===== config.mk =====
export PLATFORM = sky130hd
export DESIGN_NAME = tts_top
export DESIGN_NICKNAME = d
export VERILOG_FILES = /design/src/rtl/tts_pkg.sv /design/src/rtl/tts_shadow_buf.sv /design/src/rtl/tts_slot_ctr.sv /design/src/rtl/tts_active_buf.sv /design/src/rtl/tts_top.sv
export SDC_FILE = /design/constraint.sdc
export NUM_CORES = 1
export LEC_CHECK = 0
export BUFFER_PORTS_ARGS = -buffer_cell sky130_fd_sc_hd__buf_2
export CAP_MARGIN = 0
export CORE_MARGIN = 3
export CORE_UTILIZATION = 40
export CTS_CLUSTER_SIZE = 24
export DETAILED_ROUTE_END_ITERATION = 10
export PLACE_DENSITY_LB_ADDON = 0.3
export SLEW_MARGIN = 10
export SYNTH_ARGS = -nofsm -noshare
export SYNTH_HDL_FRONTEND = slang
export SYNTH_HIERARCHICAL = 1
export SYNTH_SLANG_ARGS = --single-unit

===== constraint.sdc =====
create_clock -name clk -period 4.8 [get_ports clk]
set_input_delay 0.24 -clock clk [delete_from_list [all_inputs] [get_ports clk]]
set_output_delay 0.24 -clock clk [all_outputs]
set_load 0.02 [all_outputs]

===== src/rtl/tts_pkg.sv =====
package tts_pkg;
    localparam int MSG_LEN = 16;
    localparam int BYTE_W  = 8;
    localparam int IDX_W   = $clog2(MSG_LEN);
    localparam int LAST    = MSG_LEN - 1;

    typedef logic [BYTE_W-1:0] byte_t;
    typedef logic [IDX_W-1:0]  idx_t;
    typedef byte_t [MSG_LEN-1:0] msg_t;

    typedef struct packed {
        logic  valid;
        idx_t  addr;
        byte_t data;
    } host_wr_t;

    typedef struct packed {
        byte_t data;
        logic  first;
    } slot_out_t;

    // Marker rule: only position 0 carries a set top bit.
    function automatic logic marker_legal(idx_t a, byte_t d);
        return (a == idx_t'(0)) ? d[BYTE_W-1] : !d[BYTE_W-1];
    endfunction

    function automatic byte_t reset_byte(idx_t a);
        return (a == idx_t'(0)) ? byte_t'(1) << (BYTE_W - 1) : byte_t'(0);
    endfunction
endpackage


===== src/rtl/tts_shadow_buf.sv =====
module tts_shadow_buf
    import tts_pkg::*;
(
    input  logic     clk,
    input  logic     rst,
    input  host_wr_t wr,
    output msg_t     shadow,
    output logic     any_err
);
    msg_t               sh_q;
    logic [MSG_LEN-1:0] err_q;

    generate
        for (genvar i = 0; i < MSG_LEN; i++) begin : g_pos
            always_ff @(posedge clk) begin
                if (rst) begin
                    sh_q[i]  <= reset_byte(idx_t'(i));
                    err_q[i] <= 1'b0;
                end else if (wr.valid && wr.addr == idx_t'(i)) begin
                    sh_q[i]  <= wr.data;
                    err_q[i] <= !marker_legal(idx_t'(i), wr.data);
                end
            end
        end
    endgenerate

    assign shadow  = sh_q;
    assign any_err = |err_q;
endmodule


===== src/rtl/tts_slot_ctr.sv =====
module tts_slot_ctr
    import tts_pkg::*;
(
    input  logic clk,
    input  logic rst,
    input  logic stb,
    output idx_t idx,
    output logic commit,
    output logic at_first
);
    idx_t idx_q;

    always_ff @(posedge clk) begin
        if (rst)
            idx_q <= '0;
        else if (stb)
            idx_q <= (idx_q == idx_t'(LAST)) ? '0 : idx_q + idx_t'(1);
    end

    assign idx      = idx_q;
    assign commit   = stb && (idx_q == idx_t'(LAST));
    assign at_first = (idx_q == idx_t'(0));
endmodule


===== src/rtl/tts_active_buf.sv =====
module tts_active_buf
    import tts_pkg::*;
(
    input  logic  clk,
    input  logic  rst,
    input  logic  commit,
    input  msg_t  shadow,
    input  idx_t  rd_idx,
    output byte_t rd_byte
);
    msg_t act_q;

    generate
        for (genvar i = 0; i < MSG_LEN; i++) begin : g_pos
            always_ff @(posedge clk) begin
                if (rst)
                    act_q[i] <= reset_byte(idx_t'(i));
                else if (commit)
                    act_q[i] <= shadow[i];
            end
        end
    endgenerate

    assign rd_byte = act_q[rd_idx];
endmodule


===== src/rtl/tts_top.sv =====
module tts_top
    import tts_pkg::*;
(
    input  logic              clk,
    input  logic              rst,
    input  logic              wr_en,
    input  logic [IDX_W-1:0]  wr_addr,
    input  logic [BYTE_W-1:0] wr_data,
    input  logic              slot_stb,
    output logic [BYTE_W-1:0] trace_byte,
    output logic              mf_start,
    output logic              marker_err
);
    host_wr_t  hw;
    msg_t      shadow;
    idx_t      idx;
    logic      commit;
    logic      at_first;
    byte_t     rd_byte;
    slot_out_t out_q;

    assign hw = '{valid: wr_en, addr: wr_addr, data: wr_data};

    tts_shadow_buf u_shadow (
        .clk     (clk),
        .rst     (rst),
        .wr      (hw),
        .shadow  (shadow),
        .any_err (marker_err)
    );

    tts_slot_ctr u_ctr (
        .clk      (clk),
        .rst      (rst),
        .stb      (slot_stb),
        .idx      (idx),
        .commit   (commit),
        .at_first (at_first)
    );

    tts_active_buf u_active (
        .clk     (clk),
        .rst     (rst),
        .commit  (commit),
        .shadow  (shadow),
        .rd_idx  (idx),
        .rd_byte (rd_byte)
    );

    always_ff @(posedge clk) begin
        if (rst)
            out_q <= '{data: '0, first: 1'b0};
        else if (slot_stb)
            out_q <= '{data: rd_byte, first: at_first};
    end

    assign trace_byte = out_q.data;
    assign mf_start   = out_q.first;
endmodule


# Yosys cells after proc, flatten, opt, wreduce, memory -nomap -nowiden

Index checks and enable logic that the tools add are counted.

Memory bits (read-only): 0
Latch bits: 0
Bits in registers: 285
Logic and storage cells: 93
Memories: 0
Input port bits: 16
RAM bits: 0

Equality and inequality tests: 16
Div/mod/pow operators: 0
Reductions and logical operators: 21
Multiplexer cells: 3
Order comparisons: 1
Shifts and indexed selects: 0
$add $sub $neg: 1
$mul: 0
Bitwise gates (word level): 0

Operators with widths:

| kind                                               | number |
|---|---|
| == test 4 bit, second input constant               | 9 |
| binary-select mux 8 bit (select 4 bit)             | 1 |
| logical AND 1 bit                                  | 17 |
| == test 4 x 3 -> 1 bit, second input constant      | 4 |
| OR reduction 16 bit                                | 1 |
| == test 4 x 2 -> 1 bit, second input constant      | 2 |
| logical NOT 4 bit                                  | 2 |
| two-way mux 8 bit                                  | 1 |
| < comparator 4 x 5 -> 1 bit, second input constant | 1 |
| adder 4 x 1 -> 4 bit, second input constant        | 1 |
| == test 4 x 1 -> 1 bit, second input constant      | 1 |
| two-way mux 4 bit                                  | 1 |
| logical NOT 1 bit                                  | 1 |

# Longest topological paths before layout

Gate-level depths: netlist of the first run.

Depth after elaboration: 2
Gate-level depth with buffers: 7
Depth with buffers taken out: 5

# Hierarchy

Netlist of the first run, hierarchy kept.

Modules (own cells, without submodules):

| module         | area an instance (µm²) | sequential area each (µm²) | cells each | instances |
|---|---|---|---|---|
| tts_active_buf | 5,505.3                | 2,562.5                    | 483        | 1 |
| tts_shadow_buf | 5,256.3                | 2,582.5                    | 478        | 1 |
| tts_top        | 319.1                  | 180.2                      | 29         | 1 |
| tts_slot_ctr   | 209.0                  | 80.1                       | 24         | 1 |

# Worst setup path after synthesis of the first run

No wires, ideal clock.

Path kind: reg-to-reg
From: reg u_ctr.idx_q[0], in the netlist u_ctr/idx[0]
To: reg out_q (netlist bit trace_byte[1])
Required time: 4.674 ns
Clock period less this slack: 1.751 ns
Library setup time: 0.126 ns
Path buffers: 2
Stages on the path, launching flop included: 8
Path slack: 3.049 ns
Arrival time: 1.625 ns
Cell sequence: dfxtp_1 buf_6 buf_6 mux4_1 a22oi_1 nand2_1 mux2i_1 nor2_1

Cells in the longest elaborated chain, start to end: 2

Ends and longest elaborated chain:

| item                                    | line                 | source |
|---|---|---|
| start, declared                         | tts_slot_ctr.sv:11   | `idx_t idx_q;` |
| start signal, assigned                  | tts_slot_ctr.sv:17   | `idx_q <= (idx_q == idx_t'(LAST)) ? '0 : idx_q + idx_t'(1);` |
| binary-select mux 8 bit (select 4 bit)  | tts_active_buf.sv:24 | `assign rd_byte = act_q[rd_idx];` |
| two-way mux 8 bit (not written as such) | tts_active_buf.sv:24 |  |
| named net rd_byte[1]                    | tts_top.sv:19        | `byte_t rd_byte;` |
| end signal, assigned                    | tts_top.sv:52        | `out_q <= '{data: '0, first: 1'b0};` |
| end signal, assigned                    | tts_top.sv:54        | `out_q <= '{data: rd_byte, first: at_first};` |
| end, declared                           | tts_top.sv:20        | `slot_out_t out_q;` |

The timed path passes the listed nets, and every way through them passes these cells. The select of a mux whose other input is x is not followed.
A chain may end at the register's enable or synchronous reset.

# Worst setup path after layout of the first run

From: reg u_ctr.idx_q[0], in the netlist u_ctr/idx[0]
To: reg u_active/act_q[44] in the netlist's numbering

Cells in the longest elaborated chain, start to end: 2

Ends and longest elaborated chain:

| item                          | line                 | source |
|---|---|---|
| == test 4 bit                 | tts_slot_ctr.sv:21   | `assign commit = stb && (idx_q == idx_t'(LAST));` |
| logical AND 1 bit             | tts_slot_ctr.sv:21   |  |
| named net commit              | tts_top.sv:17        | `logic commit;` |
| end signal, assigned by index | tts_active_buf.sv:17 | `act_q[i] <= reset_byte(idx_t'(i));` |
| end signal, assigned by index | tts_active_buf.sv:19 | `act_q[i] <= shadow[i];` |
| end, declared                 | tts_active_buf.sv:11 | `msg_t act_q;` |

The timed path passes the listed nets, and every way through them passes these cells.

==> summary.md, run 1 <==
| Metric | Value |
|---|---|
| Setup bufs post-CTS | `0` |
| Worst EP arrival | `3.27 ns` |
| Post-cts sizing count | `0` |
| Yosys reg bits | `270` |
| Die Y-Extent | `around 170 µm` |
| Yosys warns | `6` |
| Worst hold start | `wr_data[7]` |
| First-pass GRT wire length | `38.7 mm` |
| Slew Limit Fails | `0` |
| Worst-path clk slew | `0.07 ns` |
| Reg2reg end | `u_active/act_q[44]` |
| Routed WL per cell | `17.9 µm` |
| Max clock buf depth | `3` |
| Vias in the first global route | `between 6,000 and 7,000` |
| Critical Path End Type | `register` |
| Register area | `5410 µm²` |
| DR DRC count | `0` |
| Worst Max-Slew Pin Slew | `roughly 0.94 ns` |
| Synth cell types | `between 40 and 50` |
| Drt first pass iters | `5` |
| Buffers added on ports | `25` |
| Highest ir drop seen on vdd | `0.294 mV` |
| Syn_area_per_cell | `11.1 µm²` |
| Total CTS buffers | `28` |
| Final Hold Slack | `0.192 ns` |
| Total Wirelength | `24.7 mm` |
| Initial DRC Count | `477` |
| Overall routing resource usage | `between 10% and 20%` |
| Setup CP Type | `register to register` |
| Clock root buffer | `clkbuf_16` |
| Wire length on met2 | `11.3 mm` |
| Metal1 wirelength | `between 10 and 15 mm` |
| Cts hold-fix bufs | `0` |
| H-tree level count | `1` |
| Clk_lat worst skew | `around 0.53 ns` |
| Outcome | `complete, no violations` |
| Worst hold path class | `primary input to register` |
| Layout overhead on the synthesized area | `9.89%` |
| Max cap viols | `0` |
| FP Rows | `60` |
| Final hold vios | `0` |
| Synthesized area | `11,300 µm²` |
| Fraction of layout cells with a size suffix above 1 | `12.1%` |
| Final setup vio count | `0` |
| CORE AREA | `between 20,000 and 30,000 µm²` |
| # IOs | `26` |
| Hold Crit Endpoint | `u_shadow/shadow[7]` |
| Placer congestion estimate | `0.730` |
| CP cell instances | `ha_1 -> and4_4 -> buf_4 -> mux2i_1 -> nor2_1` |
| Vias | `6,903` |
| Crit-path max FO | `46` |
| Synth Flop Type | `dfxtp_1` |
| Post-synth EDFFs | `0` |
| Syn nets | `1,032` |
| Reg2reg start | `u_ctr/idx[0]` |
| Peak Freq | `346 MHz` |
| Area of the multi-input gates | `5340 µm²` |
| Crit path launch type | `register` |
| Via density | `5.02` |
| Cell Area, Placed | `11,400 µm²` |
| Slowest stage delay, CP | `0.84 ns` |
| Die Area | `between 30,000 and 40,000 µm²` |
| Critical-path cell with the highest stage delay | `and4_4` |
| CTS tree | `yes` |
| Initial antenna violation count | `1` |
| Chip width | `174 µm` |
| Required time worst endpoint | `5.18 ns` |
| Final setup TNS | `0 ns` |
| Final instance area | `12,400 µm²` |
| Antenna-violating nets left | `0` |
| Remaining Overflow, GRT | `0` |
| N_diodes | `0` |
| Synth Instances | `1,014` |
| Initial Util | `approximately 41%` |
| Sequential share of the synthesized area | `around 48%` |
| Fin nets | `between 1,000 and 1,500` |
| Asr flop ratio synth | `0%` |
| Filler Cell Count | `2,616` |
| Clock skew | `0.0121 ns` |
| R2R cell count | `5` |
| Slew headroom | `37.0%` |
| Largest net degree at the start of global routing | `150` |
| Flop2flop setup slack | `around 1.9 ns` |
| Period utilisation layout | `60.2%` |
| Top sig layer | `met5` |
| Total clock sinks | `270` |
| Hpwl dp | `14.6 mm` |
| Worst hold stages | `4` |
| RSZ-0062 raised after global routing | `false` |
| Fin crit period | `2.89 ns` |
| Pleak | `approximately 5.1 nW` |
| Met3 WL | `665 µm` |
| Power per cell area | `approximately 380 nW/µm²` |
-- flip-flops by register name, summed over array words and instances (netlist names) --
name	flops
mf_start	1
trace_byte	8
u_active/act_q	128
u_ctr/idx	4
u_shadow/shadow	128
u_shadow/err_q	1
-- per-layer routing --
layer / track usage (%) / vias up
met5: 0 / -
met1: 23.1 / 3379
met3: 2.05 / 33
met4: 3.25 / 2
met2: 25.3 / 90
li1: - / 3399
-- power by group --
group	internal (mW)	leakage [nW]	switching (mW)	total, mW
Clock	1.39	0.481	0.891	2.28
Combinational	0.0676	2.45	0.116	0.184
Sequential	2.26	2.18	0.0152	2.27
Total	3.72	5.11	1.02	4.74
-- cells in the mapped netlist, types with 2 or more instances --
cell type        instances  share of area [%]
clkdlybuf4s25_2          3               0.27
buf_6                    9               0.90
nand3_1                  4               0.18
a22oi_1                 16                1.1
mux4_1                  14                3.3
and3b_1                  2               0.16
nor2b_1                  5               0.28
nand2_1                  9               0.30
nand3_2                  2               0.18
dfxtp_1                270                 48
nor4_1                   4               0.22
nand2b_1               136                7.5
nand2_4                  3               0.30
mux4_2                  17                3.4
inv_1                    2              0.067
buf_2                   28                1.2
mux2i_1                264                 23
nand2_2                  9               0.50
a21oi_1                  2              0.089
nor2_1                 142                4.7
ha_1                     2               0.22
clkbuf_1                36                1.2
buf_4                   16                1.1
-- critical path, delay by kind of cell (launching register included) --
| kind | cells | cell delay, ns |
|---|---|---|
| buffers and inverters | 1 | 0.46 |
| adder cells (fa/ha/maj) | 1 | 0.33 |
| multiplexers | 1 | 0.26 |
| flip-flops | 1 | 0.77 |
| AND/OR/NAND/NOR | 2 | 0.89 |
-- metrics by stage --
step	utilization (%)	instances	setup WS [ns]	power, mW
final	45.4	1376	1.91	4.74
after global routing	45.4	1376	1.69	4.89
after CTS	45.4	1376	1.89	4.80
after detailed placement	41.8	1326	1.90	2.51
after global placement	41.8	1326	1.96	2.51
after floorplan	-	1014	3.05	2.46
-- cells by family after synthesis --
family	Yosys count	share of synthesized area (%)
DFF	270	47.9
adders and majority gates	2	0.222
xor gates and xnor gates	1	0.0776
buffers and inverters	96	4.81
muxes	296	30.3
AOI/OAI and AO/OA	22	1.46
and+or+nand+nor	327	15.3
-- layout make-up --
cell class                      count  share of cell area, %
Clock buffer                       37                   6.50
Clock inverter                     13                   1.43
Inverter                            2                 0.0605
Multi-Input combinational cell    648                   43.1
Sequential cell                   270                   43.6
Tap cell                          372                   3.75
Timing Repair Buffer               34                   1.60
-- how the worst max path moves through the flow --
| stage | startpoint | end | slack, ns | cells after the start |
|---|---|---|---|---|
| after global placement | u_ctr/idx[0] | u_active/act_q[50] | 1.96 | 5 |
| after detailed placement | u_ctr/idx[0] | u_active/act_q[44] | 1.90 | 5 |
| final | u_ctr/idx[0] | u_active/act_q[44] | 1.91 | 5 |
| after CTS | u_ctr/idx[0] | u_active/act_q[44] | 1.89 | 5 |
| after floorplan | u_ctr/idx[0] | trace_byte[1] | 3.05 | 7 |
| after global routing | u_ctr/idx[0] | u_active/act_q[44] | 1.69 | 5 |
-- placed cells by master (no fill, tap or decap), types with 3 or more instances in the layout --
cell	Yosys	routed
a22oi_1	16	16
buf_2	28	24
buf_4	16	9
bufinv_16	0	4
clkbuf_1	36	3
clkbuf_16	0	29
clkbuf_8	0	5
clkinv_2	0	5
dfxtp_1	270	268
mux2i_1	264	264
mux4_1	14	14
mux4_2	17	17
nand2_1	9	9
nand2_2	9	9
nand2_4	3	3
nand2b_1	136	136
nand3_1	4	4
nor2_1	142	142
nor2b_1	5	5
nor4_1	4	4
Note: power is estimated with default switching activity, not from simulation.
==> run 2, diff against run 1 <==
==> constraint.sdc (replaced) <==
create_clock -name clk -period 2.5 [get_ports clk]
set_input_delay 0.125 -clock clk [delete_from_list [all_inputs] [get_ports clk]]
set_output_delay 0.125 -clock clk [all_outputs]
set_load 0.02 [all_outputs]
==> run 2 against run 1 <==
Net effect: clock power rose by 72%; core utilization rose by 0.47 points; power rose by 83%; sequential share of layout area fell by 0.44 points; critical path type unchanged.
==> summary.md, run 2 (same netlist as run 1, synthesis figures left out) <==
| Metric | Value |
|---|---|
| Worst hold stages | `4 (unchanged)` |
| Crit path max-delay family | `simple AND/OR/NAND/NOR gates` |
| Most common cell after layout, fill and taps aside | `dfxtp_1` |
| Pre-CTS setup slack | `0.455 ns (-1.44 ns)` |
| Cells after DPL | `1,344 (+1.4%)` |
| Worst Max-Slew Pin Slew | `0.716 ns (-0.227 ns)` |
| Critical-path cell with the highest stage delay | `and4_4` |
| Power per cell area | `691 nW/µm² (+81%)` |
| Placer congestion estimate | `0.719 (-1.4%)` |
| Remaining Overflow, GRT | `0 (unchanged)` |
| Reg2reg end | `u_active/act_q[3]` |
| CORE AREA | `27,300 µm² (unchanged)` |
| Most frequent cells in the layout | `268 x dfxtp_1, 264 x mux2i_1, 142 x nor2_1, 136 x nand2b_1, 29 x clkbuf_16` |
| Layout overhead on the synthesized area | `11.0%` |
| Clock root buffer | `clkbuf_16` |
| CTS tree | `yes` |
| Via density | `4.96 (-1.1%)` |
| Filler Cell Count | `2,570 (-1.8%)` |
| Clk pwr share | `45.3% (-2.9 points)` |
| Initial Util | `41.3% (unchanged)` |
| H-tree level count | `1 (unchanged)` |
| Crit-path max FO | `28 (-39%)` |
| Routed WL per cell | `17.3 µm (-3.3%)` |
| Slew Limit Fails | `0 (unchanged)` |
| Final hold vios | `0 (unchanged)` |
| Critical path's most frequent cell | `buf_12` |
| Post-Layout Cell Count | `1,395 (+1.4%)` |
| Critical Path Stages | `6 (+1)` |
| Max cap viols | `0 (unchanged)` |
| Critical Path End Type | `register` |
| Power share of the sequential group | `50.3% (+2.3 points)` |
| Setup bufs post-CTS | `0 (unchanged)` |
| N_diodes | `0 (unchanged)` |
| Antenna-violating nets left | `0 (unchanged)` |
| Initial DRC Count | `425 (-11%)` |
| Combinational group share of total power | `4.4% (+0.5 points)` |
| Final setup vio count | `0 (unchanged)` |
| Initial antenna violation count | `0 (-1)` |
| # IOs | `26 (unchanged)` |
| Total Wirelength | `24.2 mm (-2.0%)` |
| Period utilisation layout | `81.2% (+21 points)` |
| Fin nets | `1,021 (+1.9%)` |
| Util after Layout | `45.9% (+0.47 points)` |
| Net switching power | `1.88 mW (+84%)` |
| Required time worst endpoint | `2.90 ns (-2.28 ns)` |
| Fin crit period | `2.03 ns (-0.862 ns)` |
| Die Y-Extent | `174 µm (unchanged)` |
| First-pass GRT wire length | `38.4 mm (-0.66%)` |
| Peak Freq | `493 MHz (+42%)` |
| Internal | `6.78 mW (+82%)` |
| Hold Crit Endpoint | `u_shadow/shadow[7]` |
| Worst hold start | `wr_data[7]` |
| RSZ-0062 raised after global routing | `false` |
| Final setup TNS | `0 ns (unchanged)` |
| Max clock buf depth | `3 (unchanged)` |
| Largest net degree at the start of global routing | `118 (-21%)` |
| FP Rows | `60 (unchanged)` |
| Vias in the first global route | `6,644 (-1.5%)` |
| Pleak | `5.17 nW (+1.0%)` |
| Chip width | `174 µm (unchanged)` |
| Sw frac | `21.7% (+0.17 points)` |
| CP cell instances | `buf_12 -> ha_1 -> and4_4 -> buf_12 -> mux2i_1 -> nor2_1` |
| Buffers added on ports | `25 (unchanged)` |
| Fraction of layout cells with a size suffix above 1 | `12.3% (+0.26 points)` |
| Reg2reg start | `u_ctr/idx[0]` |
| Hpwl dp | `14.9 mm (+1.8%)` |
| Vias | `6,919 (+0.23%)` |
| Cell Area, Placed | `11,700 µm² (+2.2%)` |
| Drt first pass iters | `4 (-1)` |
| Fin worst setup slack | `0.471 ns (-1.44 ns)` |
| Setup CP Type | `register to register` |
| Crit path launch type | `register` |
| Post-cts sizing count | `0 (unchanged)` |
| Cts hold-fix bufs | `1 (+1)` |
| Worst-path clk slew | `0.06 ns (about the same)` |
| Overall routing resource usage | `15.6% (-0.20 points)` |
| Clock skew | `0.00624 ns (-0.00583 ns)` |
| Outcome | `complete, no violations` |
| Clk_lat worst skew | `0.53 ns (about the same)` |
| Buffers & Inverters on Critical Path | `2 (+1)` |
| Total CTS buffers | `28 (unchanged)` |
| Slowest stage delay, CP | `0.48 ns (-0.36 ns)` |
| Highest ir drop seen on vdd | `0.413 mV (+41%)` |
| Worst hold path class | `primary input to register` |
| Flop2flop setup slack | `0.47 ns (-1.44 ns)` |
| Total clock sinks | `270 (unchanged)` |
| R2R cell count | `6 (+1)` |
| Final instance area | `12,500 µm² (+1.0%)` |
| Worst EP arrival | `2.43 ns (-0.84 ns)` |
| DR DRC count | `0 (unchanged)` |
| Slew headroom | `52.2% (+15 points)` |
| Die Area | `30,300 µm² (unchanged)` |
## run 2: cell types whose count changed in the layout (fill, tap and decap cells not counted)
cell           previous run  this run
dlygate4sd3_1             0         1
clkbuf_1                  3        16
bufinv_16                 4         1
buf_4                     9        18
clkinv_2                  5         2
clkinvlp_4                2         0
clkinv_4                  2         0
buf_12                    0         9
clkbuf_8                  5         2
## run 2: layout make-up
| class | count | area (µm²) | share of cell area (%) |
|---|---|---|---|
| Sequential cell | 270 | 5410 | 43.1 |
| Tap cell | 372 | 465 | 3.71 |
| Multi-Input combinational cell | 648 | 5340 | 42.6 |
| Inverter | 2 | 7.51 | 0.0599 |
| Timing Repair Buffer | 53 | 457 | 3.64 |
| Clock inverter | 3 | 40.0 | 0.319 |
| Clock buffer | 47 | 813 | 6.49 |
## run 2: worst max path at each step
stage | start | end | slack (ns)
2_1_floorplan | u_ctr/idx[0] | trace_byte[1] | 0.75
3_3_place_gp | u_ctr/idx[0] | u_active/act_q[20] | 0.51
3_5_place_dp | u_ctr/idx[0] | u_active/act_q[3] | 0.45
4_1_cts | u_ctr/idx[0] | u_active/act_q[3] | 0.44
5_1_grt | u_ctr/idx[0] | u_active/act_q[3] | 0.33
6_report | u_ctr/idx[0] | u_active/act_q[3] | 0.47
## run 2: layer usage
| metal | GRT usage, % | share of wire (%) | up-vias | routed length [µm] |
|---|---|---|---|---|
| met5 | 0 | 0 | - | 0 |
| met4 | 2.88 | 1.7 | 0 | 402 |
| met3 | 2.08 | 4.5 | 34 | 1080 |
| met2 | 24.7 | 44 | 111 | 10700 |
| met1 | 23.2 | 49 | 3340 | 12000 |
| li1 | - | - | 3434 | - |
## run 2: through the flow
step	hold WS, ns	total power, mW
floorplan	0.194	4.73
global placement	0.453	4.84
detailed placement	0.463	4.84
CTS	0.0495	8.77
global route	0.0904	8.95
finish	0.0606	8.67
## run 2: power groups by stage
stage	Clock, mW	Combinational (mW)	Sequential [mW]
2_1_floorplan	0	0.282	4.45
3_3_place_gp	0	0.385	4.46
3_5_place_dp	0	0.386	4.46
4_1_cts	4.02	0.388	4.36
5_1_grt	4.17	0.411	4.36
6_report	3.92	0.383	4.36
## run 2: worst register-to-register path, delay by kind of cell, from the launching register on
kind          cells  cell delay (ns)
fa+ha+maj         1             0.26
flops             1             0.35
buf+inv           2             0.51
simple gates      2             0.54
mux               1             0.24
==> run 3, diff against run 2 <==
==> constraint.sdc (replaced) <==
create_clock -name clk -period 1.8 [get_ports clk]
set_input_delay 0.09 -clock clk [delete_from_list [all_inputs] [get_ports clk]]
set_output_delay 0.09 -clock clk [all_outputs]
set_load 0.02 [all_outputs]
==> run 3 against run 2 <==
Net effect: the run now ends with negative setup slack left; maximum frequency is 7.0% higher; setup slack got worse by 0.57 ns; critical path depth is 1 higher; sequential share of layout area shrank 2.3 points; hold slack worse by 0.030 ns; critical path type unchanged; critical endpoint is now trace_byte[2]; largest power group is now clock.
==> summary.md, run 3 (same netlist as run 1, synthesis figures left out) <==
| Metric | Value |
|---|---|
| Die Area | `30,300 µm² (unchanged)` |
| Fin nets | `1,059 (+3.7%)` |
| Highest ir drop seen on vdd | `0.686 mV (+66%)` |
| Crit-path max FO | `9 (-68%)` |
| Max cap viols | `0 (unchanged)` |
| First-pass GRT wire length | `40.6 mm (+5.5%)` |
| FP Rows | `60 (unchanged)` |
| Slew Limit Fails | `0 (unchanged)` |
| Vias in the first global route | `6,893 (+3.7%)` |
| Worst hold path class | `primary input to register` |
| Pre-CTS setup slack | `-0.166 ns (-0.621 ns)` |
| Largest net degree at the start of global routing | `79 (-33%)` |
| Layout overhead on the synthesized area | `17.4%` |
| Fin crit period | `1.90 ns (-0.133 ns)` |
| Power per cell area | `962 nW/µm² (+39%)` |
| Via density | `4.95 (-0.20%)` |
| Final setup vio count | `5 (+5)` |
| Vias | `7,108 (+2.7%)` |
| Slew headroom | `55.7% (+3.4 points)` |
| Reg2reg end | `trace_byte[2]` |
| Routed WL per cell | `18.3 µm (+5.7%)` |
| Reg2reg start | `u_ctr/idx[0]` |
| Pwr Total | `12.8 mW (+47%)` |
| Post-Layout Cell Count | `1,436 (+2.9%)` |
| Cells after DPL | `1,359 (+1.1%)` |
| Initial DRC Count | `498 (+17%)` |
| Period utilisation layout | `105% (+24 points)` |
| Worst EP arrival | `2.33 ns (-0.10 ns)` |
| Overall routing resource usage | `16.7% (+1.0 points)` |
| Die Y-Extent | `174 µm (unchanged)` |
| Final Hold Slack | `0.0305 ns (-0.0302 ns)` |
| Clk_lat worst skew | `0.55 ns (+0.02 ns)` |
| Total Wirelength | `26.3 mm (+8.8%)` |
| Most frequent cells in the layout | `268 x dfxtp_1, 258 x mux2i_1, 141 x nor2_1, 136 x nand2b_1, 37 x buf_4` |
| Placer congestion estimate | `0.785 (+9.2%)` |
| Total clock sinks | `270 (unchanged)` |
| Setup CP Type | `register to register` |
| Hpwl dp | `15.5 mm (+4.1%)` |
| R2R cell count | `7 (+1)` |
| Max clock buf depth | `3 (unchanged)` |
| Worst Max-Slew Pin Slew | `0.662 ns (-0.0543 ns)` |
| Antenna-violating nets left | `0 (unchanged)` |
| Buffers added on ports | `25 (unchanged)` |
| Chip width | `174 µm (unchanged)` |
| Required time worst endpoint | `2.23 ns (-0.67 ns)` |
| Critical path startpoint | `u_ctr/idx[0]` |
| Initial Util | `41.3% (unchanged)` |
| CTS tree | `yes` |
| Pleak | `5.47 nW (+5.9%)` |
| Final hold vios | `0 (unchanged)` |
| Outcome | `finished, violations left` |
| Crit path launch type | `register` |
| Drt first pass iters | `5 (+1)` |
| # IOs | `26 (unchanged)` |
| Fin worst setup slack | `-0.0965 ns (-0.567 ns)` |
| Critical Path End Type | `register` |
| CORE AREA | `27,300 µm² (unchanged)` |
| Total CTS buffers | `30 (+7.1%)` |
| Initial antenna violation count | `0 (unchanged)` |
| Remaining Overflow, GRT | `0 (unchanged)` |
| Fraction of layout cells with a size suffix above 1 | `19.3% (+7.0 points)` |
| Flop2flop setup slack | `-0.1 ns (-0.57 ns)` |
| Clock root buffer | `clkbuf_16` |
| N_diodes | `0 (unchanged)` |
| RSZ-0062 raised after global routing | `true` |
| Peak Freq | `527 MHz (+7.0%)` |
| Worst-path clk slew | `0.06 ns (about the same)` |
| Clock skew | `0.0157 ns (+0.00949 ns)` |
| DR DRC count | `0 (unchanged)` |
| Violated checks | `negative setup slack` |
| H-tree level count | `1 (unchanged)` |
| Most common cell after layout, fill and taps aside | `dfxtp_1` |
| End point of the critical path | `trace_byte[2]` |
==> run 3: critical path, stage by stage (launching register included) <==
cell,delay [ns]
dfxtp_4,0.43
buf_12,0.16
buf_12,0.11
mux4_1,0.59
a22oi_2,0.22
nand2_1,0.08
mux2i_1,0.13
nor2_1,0.05
==> run 3: worst min path at each step <==
stage	start	endpoint	slack, ns	cells after the start
2_1_floorplan	rst	u_ctr/idx[0]	0.16	1
3_3_place_gp	u_shadow/shadow[7]	u_active/act_q[7]	0.45	1
3_5_place_dp	u_shadow/shadow[7]	u_active/act_q[7]	0.46	1
4_1_cts	wr_data[2]	u_shadow/shadow[26]	0.02	4
5_1_grt	wr_data[3]	u_shadow/shadow[91]	0.02	4
6_report	wr_data[3]	u_shadow/shadow[83]	0.03	4
==> run 3: timing repair <==
action,CTS,global route
endpoints found under the setup margin,129,122
gates cloned,3,4
pin swaps,1,14
buffers inserted,6,9
gates resized for setup,25,30
hold buffers,2,0
hold endpoints to repair,18,0
==> run 3: final cells by class <==
| type | count | area [µm²] |
|---|---|---|
| multi-input cells | 648 | 5460 |
| clock inverters | 7 | 66.3 |
| repair buffers | 89 | 918 |
| fillers | 2451 | 14100 |
| well taps | 372 | 465 |
| inverters | 2 | 7.51 |
| flip-flops and latches | 270 | 5410 |
| clock buffers | 48 | 930 |
==> run 3: layer usage <==
layer | global-route usage, % | wire length, µm | up-vias
li1 | - | - | 3505
met1 | 24.5 | 13400 | 3450
met2 | 26.1 | 11600 | 113
met3 | 2.25 | 841 | 40
met4 | 3.52 | 543 | 0
met5 | 0 | 0 | -
==> run 3: stage by stage <==
step	setup TNS, ns	utilization (%)	cell area, µm²
floorplan	0	-	11300
global placement	-0.411	43.0	11800
detailed placement	-4.68	43.0	11800
CTS	-0.210	47.6	13000
global route	-1.40	48.5	13300
finish	-0.149	48.5	13300
==> run 3: power breakdown <==
| group | switching (mW) | internal (mW) |
|---|---|---|
| logic | 0.345 | 0.279 |
| registers | 0.0418 | 6.02 |
| clock network | 2.41 | 3.66 |
